**src/rtl/reloc_guard_pkg.sv**
```systemverilog
package reloc_guard_pkg;

    // Register selected by a configuration write
    typedef enum logic {
        SEL_BASE  = 1'b0,
        SEL_LIMIT = 1'b1
    } reg_sel_e;

    // Outcome of one translation
    typedef enum logic [1:0] {
        XK_NONE  = 2'd0,
        XK_PASS  = 2'd1,
        XK_RELOC = 2'd2,
        XK_FAULT = 2'd3
    } xlate_kind_e;

    function automatic logic kind_valid(input xlate_kind_e k);
        return k != XK_NONE;
    endfunction

    function automatic logic kind_fault(input xlate_kind_e k);
        return k == XK_FAULT;
    endfunction

endpackage

```
**src/rtl/reloc_regs.sv**
```systemverilog
module reloc_regs
    import reloc_guard_pkg::*;
#(
    parameter int AW = 16
) (
    input  logic          clk,
    input  logic          rst,
    input  logic          cfg_we,
    input  logic          cfg_kern,
    input  logic          cfg_sel,
    input  logic [AW:0]   cfg_wdata,
    output logic [AW-1:0] base_q,
    output logic [AW:0]   limit_q,
    output logic          viol_q
);
    reg_sel_e sel;
    logic     wr_ok;

    assign sel   = reg_sel_e'(cfg_sel);
    assign wr_ok = cfg_we && cfg_kern;

    always_ff @(posedge clk) begin
        if (rst) begin
            base_q  <= '0;
            limit_q <= '0;
            viol_q  <= 1'b0;
        end else begin
            viol_q <= cfg_we && !cfg_kern;
            if (wr_ok) begin
                case (sel)
                    SEL_BASE:  base_q  <= cfg_wdata[AW-1:0];
                    SEL_LIMIT: limit_q <= cfg_wdata;
                    default:   ;
                endcase
            end
        end
    end
endmodule

```
**src/rtl/reloc_xlate.sv**
```systemverilog
module reloc_xlate
    import reloc_guard_pkg::*;
#(
    parameter int AW = 16
) (
    input  logic          req_valid,
    input  logic          req_kern,
    input  logic [AW-1:0] req_laddr,
    input  logic [AW-1:0] base,
    input  logic [AW:0]   limit,
    output xlate_kind_e   kind,
    output logic [AW-1:0] paddr
);
    logic [AW:0]   laddr_ext;
    logic          in_range;
    logic [AW-1:0] sum;

    assign laddr_ext = {1'b0, req_laddr};
    assign in_range  = laddr_ext < limit;
    assign sum       = req_laddr + base;

    always_comb begin
        kind  = XK_NONE;
        paddr = '0;
        if (req_valid) begin
            if (req_kern) begin
                kind  = XK_PASS;
                paddr = req_laddr;
            end else if (in_range) begin
                kind  = XK_RELOC;
                paddr = sum;
            end else begin
                kind  = XK_FAULT;
                paddr = '0;
            end
        end
    end
endmodule

```
**src/rtl/reloc_resp.sv**
```systemverilog
module reloc_resp
    import reloc_guard_pkg::*;
#(
    parameter int AW = 16
) (
    input  logic          clk,
    input  logic          rst,
    input  xlate_kind_e   kind_d,
    input  logic [AW-1:0] paddr_d,
    output logic          rsp_valid,
    output logic          rsp_fault,
    output logic [AW-1:0] rsp_paddr
);
    xlate_kind_e   kind_q;
    logic [AW-1:0] paddr_q;

    always_ff @(posedge clk) begin
        if (rst) begin
            kind_q  <= XK_NONE;
            paddr_q <= '0;
        end else begin
            kind_q  <= kind_d;
            paddr_q <= paddr_d;
        end
    end

    assign rsp_valid = kind_valid(kind_q);
    assign rsp_fault = kind_fault(kind_q);
    assign rsp_paddr = paddr_q;
endmodule

```
**src/rtl/reloc_guard.sv**
```systemverilog
module reloc_guard
    import reloc_guard_pkg::*;
#(
    parameter int AW = 16
) (
    input  logic          clk,
    input  logic          rst,
    input  logic          req_valid,
    input  logic          req_kern,
    input  logic [AW-1:0] req_laddr,
    input  logic          cfg_we,
    input  logic          cfg_kern,
    input  logic          cfg_sel,
    input  logic [AW:0]   cfg_wdata,
    output logic          rsp_valid,
    output logic          rsp_fault,
    output logic [AW-1:0] rsp_paddr,
    output logic          priv_viol
);
    logic [AW-1:0] base_w;
    logic [AW:0]   limit_w;
    xlate_kind_e   kind_w;
    logic [AW-1:0] paddr_w;

    reloc_regs #(.AW(AW)) u_regs (
        .clk       (clk),
        .rst       (rst),
        .cfg_we    (cfg_we),
        .cfg_kern  (cfg_kern),
        .cfg_sel   (cfg_sel),
        .cfg_wdata (cfg_wdata),
        .base_q    (base_w),
        .limit_q   (limit_w),
        .viol_q    (priv_viol)
    );

    reloc_xlate #(.AW(AW)) u_xlate (
        .req_valid (req_valid),
        .req_kern  (req_kern),
        .req_laddr (req_laddr),
        .base      (base_w),
        .limit     (limit_w),
        .kind      (kind_w),
        .paddr     (paddr_w)
    );

    reloc_resp #(.AW(AW)) u_resp (
        .clk       (clk),
        .rst       (rst),
        .kind_d    (kind_w),
        .paddr_d   (paddr_w),
        .rsp_valid (rsp_valid),
        .rsp_fault (rsp_fault),
        .rsp_paddr (rsp_paddr)
    );
endmodule

```
**config.mk**
```make
export PLATFORM = sky130hd
export DESIGN_NAME = reloc_guard
export DESIGN_NICKNAME = d
export VERILOG_FILES = /design/src/rtl/reloc_guard_pkg.sv /design/src/rtl/reloc_regs.sv /design/src/rtl/reloc_xlate.sv /design/src/rtl/reloc_resp.sv /design/src/rtl/reloc_guard.sv
export SDC_FILE = /design/constraint.sdc
export NUM_CORES = 1
export LEC_CHECK = 0
export BUFFER_PORTS_ARGS = -buffer_cell sky130_fd_sc_hd__buf_2
export CORE_ASPECT_RATIO = 1.1
export CORE_UTILIZATION = 60
export CTS_CLUSTER_DIAMETER = 60
export CTS_CLUSTER_SIZE = 28
export DETAILED_ROUTE_END_ITERATION = 12
export PLACE_DENSITY = 0.91
export SYNTH_ARGS = -nofsm -noshare
export SYNTH_HDL_FRONTEND = slang
export SYNTH_SLANG_ARGS = --single-unit
```
**constraint.sdc**
```tcl
create_clock -name clk -period 3.9 [get_ports clk]
set_input_delay 0.39 -clock clk [delete_from_list [all_inputs] [get_ports clk]]
set_output_delay 0.39 -clock clk [all_outputs]
set_load 0.05 [all_outputs]
```
# Yosys cells after proc, flatten, opt, wreduce, memory -nomap -nowiden
# Index checks and enable logic that the tools add are counted.
# word_totals
ff_bits,52
in_bits,40
output_inout_bits,19
wordCells,23
# op_classes
n_addsub,1
order_cmp,1
n_eq_ne,1
n_mux,4
bitwise,2
reduce_logical,8
# op_table
cell,n
$mux W16,2
$lt A16 B17 Y1,1
$add A16 B16 Y16,1
$reduce_and A2 Y1,2
$reduce_or A3 Y1,1
$eq A2 B2 Y1 const B,1
$logic_and A1 B1 Y1,2
$mux W1,2
$not A1 Y1,2
$reduce_bool A2 Y1,1
$reduce_or A2 Y1,1
$logic_not A1 Y1,1

# Logic depth before layout (Yosys ltp)
# logic_depth
depth_word,3
ltp_mapped,9
depth_no_buf,9

# Hierarchy
# A second synthesis with hierarchy kept.
# hier_totals
hier_cells,354
area_unflattened_um2,3226.8
# by_module_without_submodules
module,instances,cells_per_inst,area_per_inst_um2,seq_area_each_um2
reloc_regs,1,131,1413.9,680.7
reloc_xlate,1,184,1311.3,0.0
reloc_resp,1,39,501.7,360.3

# Least setup slack after synthesis
# OpenSTA, ideal clock, no wires.
# synth_timing
kind,input to register
startpoint,in req_laddr[0]
endpoint,"reg u_resp.paddr_q[12], in the netlist u_resp.rsp_paddr[12]"
setup_time_ns,0.069
arrival_ns,1.980
required_time_ns,3.831
path_slack_ns,1.851
path_stages,9
n_path_buf,0
cell_sequence,ha_1 inv_1 fa_1 nor2b_2 o2111a_1 o311ai_1 and2_1 o311a_1 o21ai_1
# synth_between
elab_chain_len,3
elab_cells_between_ends,4
# synth_rtl
element,line_no,source
from (decl),reloc_guard.sv:10,"input logic [AW-1:0] req_laddr,"
$add A16 B16 Y16 / $lt A16 B17 Y1 (equally long branches),"reloc_xlate.sv:20, reloc_xlate.sv:19",
$mux W16 (*),reloc_xlate.sv:29,end else if (in_range) begin
$mux W16 (*),reloc_xlate.sv:26,if (req_kern) begin
to (signal assigned),reloc_resp.sv:23,paddr_q <= paddr_d;
to (decl),reloc_resp.sv:15,logic [AW-1:0] paddr_q;
# Every way passes the cells marked *; elsewhere a longest branch is shown, timed or not.
# A chain may end at the register's enable or synchronous reset.

# Worst setup path in the final report
# layout_timing
startpoint,reg u_regs.limit_q[10]
endpoint,"reg u_resp.paddr_q[13], in the netlist u_resp.rsp_paddr[13]"
# layout_between
elab_chain_len,3
# layout_rtl
element,line_no,source
from (decl),reloc_regs.sv:13,"output logic [AW:0] limit_q,"
from (signal assigned),reloc_regs.sv:32,SEL_LIMIT: limit_q <= cfg_wdata;
$lt A16 B17 Y1,reloc_xlate.sv:19,assign in_range = laddr_ext < limit;
$mux W16,reloc_xlate.sv:29,
$mux W16,reloc_xlate.sv:26,
# Every way passes these cells.

==> metrics.cfg <==
[detailed_routing]
wire_per_inst_um = 14.6
drtIter0Drc = 222
drtAntennaViolNets = 0
vias = 2909
routed_wl_um = 7230
via_per_inst = 5.89
drcViolationCount = 0
firstDrtPassIters = 4

[clock_tree]
htreeDepth = 2
cts.clk_slew.worst_paths_ns = 0.10
cts_resized = 0
clk_latency_ns = 0.31
hold_buffers = 0
root_buffer = clkbuf_8
clkSinkCount = 52
post-cts-setup-buffers = 0
cts_buffers = 5
clockBufferDepth = 2
cts_tree = yes

[floorplan]
dieHeight_um = 76.3
pin_count = 59
start_util_pct = 63.8
die_w_um = 69.5
row_count = 26
core-area_um2 = 4720
die_area_um2 = 5300

[yosys]
synthTopCellsByArea = dfxtp_1 35%, ha_1 12%, nand2_1 11%
synth_flop_cell = dfxtp_1
async_flop_share_pct = 0
synth_top_area_cell = dfxtp_1
synthTopCellsByCount = 88 x nand2_1, 65 x a21oi_1, 52 x dfxtp_1, 30 x ha_1, 21 x inv_1
syn-cell-area_um2 = 3010
synth-edff-count = 0
ys_ff_latch = 52
netlist_instances = 388
ys_seq_area_share_pct = 34.6
synth.avg_cell_area_um2 = 7.76
yosysTopAreaCellShare_pct = 34.6
yosysMostFrequentCell = nand2_1
ys_types = 48
ys.warnings.count = 0
syn-num-nets = 459

[timing]
finalSetupViolations = 0
finalHoldViolations = 0
min_period_over_period_pct = 67.9
maxSlewHeadroom_pct = 26.9
finClkSkew_ns = 0.00902
worstMarginPinSlew_ns = 1.08
timing.fmax_ghz = 0.378
slew_violations = 0
finalSetupTns_ns = 0
rsz0062_at_grt = false
fin_crit_ns = 2.65

[worst_setup_path]
worst_setup_path_end_kind = flip-flop
critPathRequiredTime_ns = 4.14
worstPathArrival_ns = 2.89
critPathLaunchType = flip-flop
crit_type = flip-flop to flip-flop
cp_max_fo = 12

[final_layout]
fillers = 393
utilization_pct = 72.0
syn_to_final_growth_pct = 12.9
drive_gt1_share_pct = 16.0
finalNonFillerCells = 494
final_nets = 508
diodes = 0

[grt]
grt_overflow = 0
track_usage_pct = 28.2
antenna_found_initial = 0
grt_pass1_wl_um = 12100
first_global_vias = 2769
grt_max_degree = 37

[placed_design]
gp_congestion = 0.929
dp_hpwl_um = 5570
port_buffers = 58
place_inst = 486

[power_and_ir_drop]
power_density_nw_per_um2 = 328
power_leakage_nw = 1.43
vdd_drop_max_uv = 303

[worst_hold_path]
hold_path.class = input port to flip-flop

[outcome]
status = completed

[job]
max_cap_violations = 0

## power by group
| part | switching (mW) | internal, mW | total, mW | leakage (nW) |
|---|---|---|---|---|
| Clock | 0.191 | 0.132 | 0.323 | 0.0462 |
| Sequential | 0.00921 | 0.550 | 0.560 | 0.423 |
| Combinational | 0.151 | 0.0822 | 0.233 | 0.962 |
## area by class of cell
class                           instances  area [um^2]  area share, %
Tap cell                               56         70.1           2.06
Inverter                               22         82.6           2.43
Clock buffer                            6         72.6           2.14
Clock inverter                          2         17.5          0.515
Timing Repair Buffer                   58          290           8.54
Multi-Input combinational cell        298         1820           53.7
Sequential cell                        52         1040           30.6
## sequential cells by signal, summed over array words and instances, names as in the netlist
name,cells
u_resp.kind_q,2
u_resp.rsp_paddr,16
u_regs.limit_q,17
u_regs.viol_q,1
u_regs.base_q,16
## cell families after synthesis
kind of cell               after synthesis  synth area share (%)
DFF                                     52                  34.6
and+or+nand+nor                        145                  21.8
buffers and inverters                   38                  4.82
AOI/OAI and AO/OA                      113                  23.0
xor gates and xnor gates                 9                  2.62
adders and majority gates               31                  13.1
## path summary, 6_finish.rpt
path,start,endpoint,slack [ns],cells past startpoint
setup / recovery,u_regs.limit_q[10]$_SDFFE_PP0P_,u_resp.rsp_paddr[13]$_SDFF_PP0_,1.25,7
hold reg to reg,u_regs.limit_q[14]$_SDFFE_PP0P_,u_regs.limit_q[14]$_SDFFE_PP0P_,0.46,2
setup reg to reg,u_regs.limit_q[10]$_SDFFE_PP0P_,u_resp.rsp_paddr[13]$_SDFF_PP0_,1.25,7
hold / removal,cfg_kern,u_regs.viol_q$_SDFF_PP0_,0.27,2
## worst max-delay path: stages (launching register included)
cell     delay, ns
dfxtp_1       0.34
inv_1         0.05
ha_1          0.29
a21oi_1       0.16
o21ai_1       0.14
o41ai_2       1.01
nand3_1       0.35
o21ai_1       0.23
## placed cells by master, fill, tap and decap left out, types with 3 or more instances in the layout
cell type  instances
a211oi_1           3
a21o_1             8
a21oi_1           65
a31oi_1            3
and2_1             4
buf_2             58
clkbuf_8           5
dfxtp_1           52
ha_1              30
inv_1             21
nand2_1           88
nand2b_1           3
nand3_1           12
nand4_1            9
nor2_1            12
o2111ai_1          3
o21a_1             4
o21ai_0            6
o21ai_1            4
xnor2_1            7
## per-stage QoR
| step | setup slack (ns) | area [um^2] | hold WS [ns] | power [mW] |
|---|---|---|---|---|
| 2_1_floorplan | 1.85 | 3010 | 0.436 | 0.732 |
| 3_3_place_gp | 1.29 | 3310 | 0.444 | 0.793 |
| 3_5_place_dp | 1.14 | 3310 | 0.447 | 0.802 |
| 4_1_cts | 1.28 | 3400 | 0.267 | 1.12 |
| 5_1_grt | 1.05 | 3400 | 0.272 | 1.16 |
| 6_report | 1.25 | 3400 | 0.268 | 1.12 |
## layer usage
metal,up-vias,part of all wire (%),global-route usage (%)
met1,1339,44,37.0
met5,-,0,0
met2,107,49,46.9
li1,1454,-,-
met3,9,6.0,3.70
met4,0,1.5,11.0
Power figures use the tool's default switching activity.
